[src/rtl/mbs_pkg.sv]
package mbs_pkg;

  typedef enum logic [2:0] {
    ST_IDLE = 3'd0,
    ST_T1   = 3'd1,
    ST_T2   = 3'd2,
    ST_T3   = 3'd3,
    ST_TW   = 3'd4,
    ST_T4   = 3'd5
  } bus_st_e;

  function automatic logic is_strobe_st(bus_st_e st);
    return (st == ST_T2) || (st == ST_T3) || (st == ST_TW);
  endfunction

  function automatic logic is_sample_st(bus_st_e st);
    return (st == ST_T3) || (st == ST_TW);
  endfunction

endpackage

[src/rtl/mbs_fsm.sv]
module mbs_fsm
  import mbs_pkg::*;
#(
  parameter int unsigned ADDR_W = 20,
  parameter int unsigned DATA_W = 16,
  parameter int unsigned STAT_W = 5
) (
  input  logic              clk_i,
  input  logic              rst_ni,
  input  logic              req_valid_i,
  input  logic              req_write_i,
  input  logic              req_word_i,
  input  logic [ADDR_W-1:0] req_addr_i,
  input  logic [DATA_W-1:0] req_wdata_i,
  input  logic [STAT_W-1:0] req_stat_i,
  input  logic              ready_i,
  output logic              req_ready_o,
  output bus_st_e           state_o,
  output logic              cur_write_o,
  output logic              cur_word_o,
  output logic [ADDR_W-1:0] cur_addr_o,
  output logic [DATA_W-1:0] cur_wdata_o,
  output logic [STAT_W-1:0] cur_stat_o,
  output logic              capture_o,
  output logic              done_o
);

  bus_st_e st_q, st_d;
  logic    accept;

  assign req_ready_o = (st_q == ST_IDLE) || (st_q == ST_T4);
  assign accept      = req_ready_o && req_valid_i;

  always_comb begin
    st_d = st_q;
    unique case (st_q)
      ST_IDLE:      if (req_valid_i) st_d = ST_T1;
      ST_T1:        st_d = ST_T2;
      ST_T2:        st_d = ST_T3;
      ST_T3, ST_TW: st_d = ready_i ? ST_T4 : ST_TW;
      ST_T4:        st_d = req_valid_i ? ST_T1 : ST_IDLE;
      default:      st_d = ST_IDLE;
    endcase
  end

  always_ff @(posedge clk_i or negedge rst_ni) begin
    if (!rst_ni) begin
      st_q        <= ST_IDLE;
      cur_write_o <= 1'b0;
      cur_word_o  <= 1'b0;
      cur_addr_o  <= '0;
      cur_wdata_o <= '0;
      cur_stat_o  <= '0;
    end else begin
      st_q <= st_d;
      if (accept) begin
        cur_write_o <= req_write_i;
        cur_word_o  <= req_word_i;
        cur_addr_o  <= req_addr_i;
        cur_wdata_o <= req_wdata_i;
        cur_stat_o  <= req_stat_i;
      end
    end
  end

  assign state_o   = st_q;
  assign capture_o = is_sample_st(st_q) && ready_i && !cur_write_o;
  assign done_o    = (st_q == ST_T4);


  t1_after_accept_chk: assert property (@(posedge clk_i) disable iff (!rst_ni)
    (st_q == ST_T1) |-> $past(req_ready_o && req_valid_i));


  wait_insert_chk: assert property (@(posedge clk_i) disable iff (!rst_ni)
    (is_sample_st(st_q) && !ready_i) |=> (st_q == ST_TW));


  back_to_back_chk: assert property (@(posedge clk_i) disable iff (!rst_ni)
    (st_q == ST_T4 && req_valid_i) |=> (st_q == ST_T1));


  done_pulse_chk: assert property (@(posedge clk_i) disable iff (!rst_ni)
    done_o |=> !done_o);

endmodule

[src/rtl/mbs_pin_drv.sv]
module mbs_pin_drv
  import mbs_pkg::*;
#(
  parameter int unsigned ADDR_W = 20,
  parameter int unsigned DATA_W = 16,
  parameter int unsigned HI_W   = ADDR_W - DATA_W
) (
  input  logic              clk_i,
  input  logic              rst_ni,
  input  bus_st_e           state_i,
  input  logic              cur_write_i,
  input  logic              cur_word_i,
  input  logic [ADDR_W-1:0] cur_addr_i,
  input  logic [DATA_W-1:0] cur_wdata_i,
  input  logic [HI_W:0]     cur_stat_i,
  output logic              ale_o,
  output logic [DATA_W-1:0] mux_ad_o,
  output logic              mux_ad_oe_o,
  output logic [HI_W-1:0]   ahi_o,
  output logic              byte_hi_n_o,
  output logic              rd_n_o,
  output logic              wr_n_o,
  output logic              dir_tx_o,
  output logic              xcvr_en_n_o
);

  localparam int unsigned BYTE_W = DATA_W / 2;

  logic [DATA_W-1:0] lo_addr;
  logic [DATA_W-1:0] wdrv;

  // word access is aligned: bit 0 never reaches the pins
  assign lo_addr = {cur_addr_i[DATA_W-1:1], cur_addr_i[0] & ~cur_word_i};
  assign wdrv    = cur_word_i ? cur_wdata_i : {2{cur_wdata_i[BYTE_W-1:0]}};

  always_comb begin
    ale_o       = 1'b0;
    mux_ad_o    = '0;
    mux_ad_oe_o = 1'b0;
    ahi_o       = '0;
    byte_hi_n_o = 1'b1;
    rd_n_o      = 1'b1;
    wr_n_o      = 1'b1;
    dir_tx_o    = 1'b0;
    xcvr_en_n_o = 1'b1;
    unique case (state_i)
      ST_T1: begin
        ale_o       = 1'b1;
        mux_ad_oe_o = 1'b1;
        mux_ad_o    = lo_addr;
        ahi_o       = cur_addr_i[ADDR_W-1:DATA_W];
        byte_hi_n_o = ~(cur_word_i | cur_addr_i[0]);
        dir_tx_o    = cur_write_i;
      end
      ST_T2, ST_T3, ST_TW: begin
        ahi_o       = cur_stat_i[HI_W-1:0];
        byte_hi_n_o = cur_stat_i[HI_W];
        dir_tx_o    = cur_write_i;
        xcvr_en_n_o = 1'b0;
        if (cur_write_i) begin
          mux_ad_oe_o = 1'b1;
          mux_ad_o    = wdrv;
          wr_n_o      = 1'b0;
        end else begin
          rd_n_o      = 1'b0;
        end
      end
      ST_T4: begin
        ahi_o       = cur_stat_i[HI_W-1:0];
        byte_hi_n_o = cur_stat_i[HI_W];
        dir_tx_o    = cur_write_i;
        if (cur_write_i) begin
          mux_ad_oe_o = 1'b1;
          mux_ad_o    = wdrv;
          xcvr_en_n_o = 1'b0;
        end
      end
      default: ;
    endcase
  end


  ale_single_chk: assert property (@(posedge clk_i) disable iff (!rst_ni)
    ale_o |=> !ale_o);


  rd_released_chk: assert property (@(posedge clk_i) disable iff (!rst_ni)
    !rd_n_o |-> (!mux_ad_oe_o && !dir_tx_o && wr_n_o));


  wr_driven_chk: assert property (@(posedge clk_i) disable iff (!rst_ni)
    !wr_n_o |-> (mux_ad_oe_o && dir_tx_o && !xcvr_en_n_o));


  wr_data_hold_chk: assert property (@(posedge clk_i) disable iff (!rst_ni)
    !wr_n_o |=> (mux_ad_oe_o && $stable(mux_ad_o)));

endmodule

[src/rtl/mbs_rd_cap.sv]
module mbs_rd_cap #(
  parameter int unsigned DATA_W = 16
) (
  input  logic              clk_i,
  input  logic              rst_ni,
  input  logic              capture_i,
  input  logic              word_i,
  input  logic              a0_i,
  input  logic [DATA_W-1:0] mux_ad_i,
  output logic [DATA_W-1:0] rdata_o
);

  localparam int unsigned BYTE_W = DATA_W / 2;

  logic [DATA_W-1:0] lane_sel;

  always_comb begin
    if (word_i)    lane_sel = mux_ad_i;
    else if (a0_i) lane_sel = {{BYTE_W{1'b0}}, mux_ad_i[DATA_W-1:BYTE_W]};
    else           lane_sel = {{BYTE_W{1'b0}}, mux_ad_i[BYTE_W-1:0]};
  end

  always_ff @(posedge clk_i or negedge rst_ni) begin
    if (!rst_ni)        rdata_o <= '0;
    else if (capture_i) rdata_o <= lane_sel;
  end


  rdata_hold_chk: assert property (@(posedge clk_i) disable iff (!rst_ni)
    !capture_i |=> $stable(rdata_o));

endmodule

[src/rtl/mux_bus_seq.sv]
module mux_bus_seq
  import mbs_pkg::*;
#(
  parameter int unsigned ADDR_W = 20,
  parameter int unsigned DATA_W = 16,
  localparam int unsigned HI_W   = ADDR_W - DATA_W,
  localparam int unsigned STAT_W = HI_W + 1
) (
  input  logic              clk_i,
  input  logic              rst_ni,
  input  logic              req_valid_i,
  output logic              req_ready_o,
  input  logic              req_write_i,
  input  logic              req_word_i,
  input  logic [ADDR_W-1:0] req_addr_i,
  input  logic [DATA_W-1:0] req_wdata_i,
  input  logic [STAT_W-1:0] req_stat_i,
  output logic              rsp_valid_o,
  output logic [DATA_W-1:0] rsp_rdata_o,
  output logic              ale_o,
  output logic [DATA_W-1:0] mux_ad_o,
  output logic              mux_ad_oe_o,
  input  logic [DATA_W-1:0] mux_ad_i,
  output logic [HI_W-1:0]   ahi_o,
  output logic              byte_hi_n_o,
  output logic              rd_n_o,
  output logic              wr_n_o,
  output logic              dir_tx_o,
  output logic              xcvr_en_n_o,
  input  logic              ready_i
);

  bus_st_e           state;
  logic              cur_write, cur_word, capture;
  logic [ADDR_W-1:0] cur_addr;
  logic [DATA_W-1:0] cur_wdata;
  logic [STAT_W-1:0] cur_stat;

  mbs_fsm #(.ADDR_W(ADDR_W), .DATA_W(DATA_W), .STAT_W(STAT_W)) u_fsm (
    .clk_i       (clk_i),
    .rst_ni      (rst_ni),
    .req_valid_i (req_valid_i),
    .req_write_i (req_write_i),
    .req_word_i  (req_word_i),
    .req_addr_i  (req_addr_i),
    .req_wdata_i (req_wdata_i),
    .req_stat_i  (req_stat_i),
    .ready_i     (ready_i),
    .req_ready_o (req_ready_o),
    .state_o     (state),
    .cur_write_o (cur_write),
    .cur_word_o  (cur_word),
    .cur_addr_o  (cur_addr),
    .cur_wdata_o (cur_wdata),
    .cur_stat_o  (cur_stat),
    .capture_o   (capture),
    .done_o      (rsp_valid_o)
  );

  mbs_pin_drv #(.ADDR_W(ADDR_W), .DATA_W(DATA_W), .HI_W(HI_W)) u_pins (
    .clk_i       (clk_i),
    .rst_ni      (rst_ni),
    .state_i     (state),
    .cur_write_i (cur_write),
    .cur_word_i  (cur_word),
    .cur_addr_i  (cur_addr),
    .cur_wdata_i (cur_wdata),
    .cur_stat_i  (cur_stat),
    .ale_o       (ale_o),
    .mux_ad_o    (mux_ad_o),
    .mux_ad_oe_o (mux_ad_oe_o),
    .ahi_o       (ahi_o),
    .byte_hi_n_o (byte_hi_n_o),
    .rd_n_o      (rd_n_o),
    .wr_n_o      (wr_n_o),
    .dir_tx_o    (dir_tx_o),
    .xcvr_en_n_o (xcvr_en_n_o)
  );

  mbs_rd_cap #(.DATA_W(DATA_W)) u_rdcap (
    .clk_i     (clk_i),
    .rst_ni    (rst_ni),
    .capture_i (capture),
    .word_i    (cur_word),
    .a0_i      (cur_addr[0]),
    .mux_ad_i  (mux_ad_i),
    .rdata_o   (rsp_rdata_o)
  );


  idle_quiet_chk: assert property (@(posedge clk_i) disable iff (!rst_ni)
    (state == ST_IDLE) |-> (!ale_o && rd_n_o && wr_n_o && !mux_ad_oe_o && xcvr_en_n_o));

endmodule

[config.mk]
export PLATFORM = sky130hd
export DESIGN_NAME = mux_bus_seq
export DESIGN_NICKNAME = d
export VERILOG_FILES = /design/src/rtl/mbs_pkg.sv /design/src/rtl/mbs_fsm.sv /design/src/rtl/mbs_pin_drv.sv /design/src/rtl/mbs_rd_cap.sv /design/src/rtl/mux_bus_seq.sv
export SDC_FILE = /design/constraint.sdc
export NUM_CORES = 1
export LEC_CHECK = 0
export ABC_AREA = 1
export BUFFER_PORTS_ARGS = -buffer_cell sky130_fd_sc_hd__clkbuf_2
export CORE_MARGIN = 2
export CORE_UTILIZATION = 51
export DETAILED_ROUTE_END_ITERATION = 8
export PLACE_DENSITY = 0.9
export SYNTH_ARGS = -nofsm -noshare
export SYNTH_HDL_FRONTEND = slang
export SYNTH_HIERARCHICAL = 1
export SYNTH_SLANG_ARGS = --single-unit
[constraint.sdc]
create_clock -name clk_i -period 1.8 [get_ports clk_i]
set_input_delay 0.27 -clock clk_i [delete_from_list [all_inputs] [get_ports clk_i]]
set_output_delay 0.27 -clock clk_i [all_outputs]
set_load 0.02 [all_outputs]
After elaboration in Yosys (flattened, before gate mapping)
Index checks and enable logic that the tools add are counted.
{ "classes": {"n_bitwise": 4, "n_lt_le_gt_ge": 0, "eq_ne": 6, "n_shift": 0, "div_mod_pow": 0, "multipliers": 0, "reduce_logical": 11, "addsub": 0, "mux": 19} }
{ "ops": {"columns": ["operator", "n"], "rows": [
  ["two-way mux 16 bit", 3],
  ["case mux 16 bit (2 select lines)", 1],
  ["case mux 3 bit (5 select lines)", 1],
  ["two-way mux 1 bit", 8],
  ["two-way mux 8 bit", 1],
  ["case mux 4 bit (2 select lines)", 1],
  ["equality test 3 x 2 -> 1 bit (second input constant)", 2],
  ["equality test 3 bit (second input constant)", 2],
  ["case mux 1 bit (2 select lines)", 3],
  ["OR reduction 5 bit", 1],
  ["OR reduction 4 bit", 1],
  ["equality test 3 x 1 -> 1 bit (second input constant)", 1],
  ["logical AND 1 bit", 3],
  ["zero test 3 bit", 1],
  ["two-way mux 3 bit", 1],
  ["OR reduction 3 bit", 1],
  ["logical OR 1 bit", 2],
  ["!= test 2 bit (second input constant)", 1],
  ["inverter 1 bit", 2],
  ["OR reduction 2 bit", 1],
  ["AND 1 bit", 1],
  ["zero test 1 bit", 1],
  ["OR 1 bit", 1]
]} }
{ "word_totals": {"memories": 0, "latch_bits": 0, "regBits": 62, "ram_bits": 0, "rom_bits": 0} }

Logic depth before layout (Yosys ltp)
{ "logic_depth": {"word_depth": 4, "ltp_mapped": 9, "ltp_nobuf": 7} }

Hierarchy
The synthesis kept the hierarchy.
{ "by_module_without_submodules": {"columns": ["module", "cells_per_inst", "seq_area_each_um2", "area_per_inst_um2", "n_inst"], "rows": [
  ["mbs_fsm", 210, 1151.1, 1903.1, 1],
  ["mbs_rd_cap", 104, 400.4, 853.3, 1],
  ["mbs_pin_drv", 114, 0.0, 530.5, 1]
]} }

Least setup slack after synthesis
OpenSTA, ideal clock, no wires.
{ "synth_timing": {"path_kind": "reg2out", "from": "register u_fsm.st_q[2] (netlist: u_fsm/state_o[2])", "to": "output port mux_ad_o[0]", "n_path_buf": 1, "slack_ns": 0.102, "path_stages_with_launch": 7, "arrival_ns": 1.428, "t_required_ns": 1.530, "cell_sequence": "dfrtp_1 inv_2 ha_1 nor2_4 buf_6 nand2_1 o21ai_0"} }
{ "synth_via": {"elab_chain_cells": 3} }
{ "synth_lines": {"columns": ["element", "line_no", "text"], "rows": [
  ["start, declared", "mbs_fsm.sv:28", "bus_st_e st_q, st_d;"],
  ["start signal, assigned", "mbs_fsm.sv:55", "st_q <= st_d;"],
  ["equality test 3 bit / equality test 3 x 2 -> 1 bit (equally long branches)", "mbs_pin_drv.sv:46", "unique case (state_i)"],
  ["OR reduction 4 bit (no line)", null, null],
  ["case mux 16 bit (2 select lines) (*)", "mbs_pin_drv.sv:46", null],
  ["end, declared", "mux_bus_seq.sv:21", "output logic [DATA_W-1:0] mux_ad_o,"]
]} }
Mark *: on every way between the ends. The rest lies on a longest branch, timed or not.

Worst setup path after layout
{ "layout_timing": {"from": "register u_fsm.st_q[2] (netlist: u_fsm/state_o[2])", "to": "output port mux_ad_o[8]"} }
Same word-level chain as after synthesis.

==> reports/qor.csv <==
stage,metric,value,unit
worst_setup_path,crit-path max FO,7,
detailed_routing,drt wl/cell,15.1,um
sta,clock skew,0.00754,ns
placed_design,IO Port Bufs,107,
synthesis,Yosys top cell by area,dfrtp_1,
placed_design,Area after DPL,0.00385,mm2
grt,initial antenna violation count,0,
grt,met2 Use GR,44.8,%
detailed_routing,final antenna-violating net count,0,
worst_setup_path,startpoint class of the critical path,flop,
cells_and_area,Layout Nets,624,
clocking,clock tree sinks,62,
sta,Tmin final,2.02,ns
synthesis,top cells by area in the synthesized netlist,"dfrtp_1 47%, nand2_1 21%, nand3_1 12%",
sta,slew at the pin closest to its max-slew limit,0.677,ns
cells_and_area,diodes inserted,0,
worst_setup_path,WP data required,1.53,ns
grt,GRT overflow,0,
synthesis,"count leader, synth",nand2_1,
clocking,CTS max path bufs,2,
synthesis,largest family of logic cells by synthesized area,simple AND/OR/NAND/NOR gates,
placed_design,dpl hpwl,6160,um
worst_setup_path,RR Startpoint,u_fsm/state_o[0]$_DFFE_PN0P_,
worst_setup_path,Critical path origin,u_fsm/state_o[2]$_DFFE_PN0P_,
detailed_routing,Iteration-0 DRC Markers,257,
sta,Final Hold Viols,0,
clocking,H-tree lvl count,3,
worst_setup_path,FF-to-FF path depth,8,
grt,number of global-route vias before repair,3290,
synthesis,synthesized instance count,428,
grt,GR Util met1,35.9,%
sta,"Slew Viols, Final",0,
clocking,CTS buffer count,9,
synthesis,"FF+latch count, synth",62,
grt,first-pass GRT wire length,15400,um
run_status,status,finished with violations,
floorplanning,num ports,108,
sta,RSZ-0062 raised after global routing,true,
synthesis,post-synthesis compound-gate area fraction,1.52,%
clocking,CTS tree,built,
clocking,Worst-Skew Late Latency,0.33,ns
synthesis,Post-Synth Adder-Cell Area,0.381,%
detailed_routing,first-pass iteration count of the detailed router,5,
floorplanning,core box area,0.00628,mm2
detailed_routing,DRC errors left,0,
power_and_ir_drop,Power Density,2020,mW/mm2
synthesis,synth warn,6,
floorplanning,die width,84.3,um
synthesis,Synth Area in Simple Gates,39.9,%
clocking,clk slew on worst S/H paths,0.07,ns
sta,Max-slew headroom,54.8,%
min_path,Hold Path Class,in -> reg,
synthesis,"EDFF count, synth",0,
grt,met3 Use GR,4.82,%
synthesis,"Top FF cell, synth",dfrtp_1,
min_path,Worst Hold Path Cells,3,
cells_and_area,share of cells above drive strength 1,36.0,%
worst_setup_path,WP data arrival,1.75,ns
synthesis,Mean Syn Cell Area,7.68,um2
grt,Total GRT Usage,27.4,%
sta,"Period Utilization, post-route",112,%
cells_and_area,Final Instance Area,0.00449,mm2
synthesis,Yosys top cell area share,47.2,%
synthesis,ys async rst share,100,%
worst_setup_path,Setup CP Type,reg -> out,
clocking,clock root cell,clkbuf_8,
synthesis,most frequent cells after synthesis,"187 x nand2_1, 77 x nand3_1, 62 x dfrtp_1, 34 x inv_1, 10 x buf_6",
synthesis,Syn Nets,492,
run_status,violated checks,setup timing,
cells_and_area,area grow syn2layout,36.5,%
power_and_ir_drop,Leak,0.00259,uW
power_and_ir_drop,Max VDD drop,1.11,mV
sta,TNS Setup,-3.02,ns
flow_run,# Max-Cap Violations,0,
synthesis,post-synthesis xor/xnor area fraction,0,%
floorplanning,Core Rows,29,
synthesis,post-synthesis mux area share,0,%
synthesis,Netlist Area Pre-Place,0.00329,mm2
detailed_routing,final wirelength,9660,um
grt,GR peak layer,met2,
worst_setup_path,R2R Setup Slk,0.09,ns
floorplanning,Initial Util,52.4,%
detailed_routing,vias per cell,5.27,
worst_setup_path,CP Capture Type,output pin,
worst_setup_path,CP endpoint,mux_ad_o[8],
floorplanning,die height,84.3,um
grt,largest net degree at the start of global routing,44,
worst_setup_path,FF-to-FF End,u_fsm/cur_stat_o[1]$_DFFE_PN0P_,
placed_design,GP Congestion,0.898,
detailed_routing,DR vias,3378,
sta,setup ws final,-0.216,ns
synthesis,"Seq/Total Area, Yosys",47.2,%
floorplanning,Die Area,0.00710,mm2
sta,Final setup viols,24,
synthesis,Yosys cell types,26,
sta,fmax,0.496,GHz
==> worst min-delay path by stage <==
| stage | start | end | slack, ns |
|---|---|---|---|
| floorplan | rst_ni | u_fsm/cur_addr_o[0]$_DFFE_PN0P_ | -0.03 |
| global placement | rst_ni | u_rdcap/rdata_o[11]$_DFFE_PN0P_ | 0.32 |
| finish | req_addr_i[5] | u_fsm/cur_addr_o[5]$_DFFE_PN0P_ | 0.16 |
| global route | req_addr_i[13] | u_fsm/cur_addr_o[13]$_DFFE_PN0P_ | 0.15 |
| detailed placement | rst_ni | u_rdcap/rdata_o[12]$_DFFE_PN0P_ | 0.33 |
| CTS | req_stat_i[1] | u_fsm/cur_stat_o[1]$_DFFE_PN0P_ | 0.15 |
==> cell families after synthesis <==
logic type               after synthesis
AND/OR/NAND/NOR                      295
flip-flops                            62
buffers and inverters                 61
AO/OA/AOI/OAI                          9
adder cells (fa/ha/maj)                1
==> critical path, cell delays in order (launching register included) <==
cell,delay (ns)
dfrtp_1,0.42
inv_2,0.10
ha_4,0.21
nor2_4,0.11
buf_6,0.12
buf_12,0.12
nand3_1,0.09
nand2_1,0.09
clkbuf_8,0.14
==> per-layer routing <==
layer | up-vias | share of wire [%]
li1 | 1599 | -
met1 | 1555 | 40
met2 | 201 | 49
met3 | 23 | 8.8
met4 | 0 | 2.2
met5 | - | 0
==> metrics by stage <==
| stage | hold WS, ns | setup slack, ns | cells | util (%) | power [uW] |
|---|---|---|---|---|---|
| global placement | 0.316 | 0.122 | 602 | 61.3 | 6530 |
| finish | 0.164 | -0.216 | 641 | 71.5 | 9070 |
| global route | 0.150 | -0.271 | 641 | 71.5 | 9680 |
| CTS | 0.148 | -0.142 | 628 | 68.4 | 8410 |
| floorplan | -0.0256 | 0.102 | 428 | - | 5510 |
| detailed placement | 0.328 | 0.0809 | 602 | 61.3 | 6660 |
==> area by class of cell <==
class | count | area (um2)
clock inverter | 4 | 22.5
sequential | 62 | 1550
fill | 505 | 1790
timing repair inverter | 3 | 20.0
multi-input combinational | 305 | 1450
timing repair buffer | 140 | 1020
tap | 77 | 96.3
clock buffer | 11 | 151
inverter | 39 | 171
==> report_power, final <==
| group | leakage, uW | internal [uW] | switching [uW] |
|---|---|---|---|
| combinational | 0.00172 | 2280 | 3190 |
| sequential | 0.000779 | 2050 | 454 |
| clock | 0.0000910 | 560 | 534 |
==> flip-flops by register name, indices dropped and copies added (netlist names) <==
register / count
u_fsm/cur_write_o: 1
u_fsm/cur_stat_o: 5
u_fsm/cur_word_o: 1
u_fsm/cur_addr_o: 20
u_fsm/state_o: 3
u_fsm/cur_wdata_o: 16
u_rdcap/rdata_o: 16
==> cells in the final DEF (no fill, tap or decap), types with 3 or more instances in the layout <==
cell type,netlist,routed
nand3_1,77,75
nor2_1,5,4
or2_2,8,8
buf_12,0,4
nand2_2,8,15
buf_8,1,4
clkinv_2,0,3
inv_1,34,33
dfrtp_1,62,61
inv_8,2,3
buf_6,10,13
inv_4,0,3
nand2_1,187,180
nand3_2,4,5
clkbuf_8,1,18
clkbuf_2,0,80
buf_4,5,28
==> timing repair <==
item,4_1_cts,5_1_grt
hold endpoints to repair,23,0
gates cloned,3,1
pin swaps,2,12
resized for setup,46,49
hold buffers,1,0
setup buffers,7,13
endpoints found under the setup margin,23,27
Note: power is estimated with default switching activity, not from simulation.
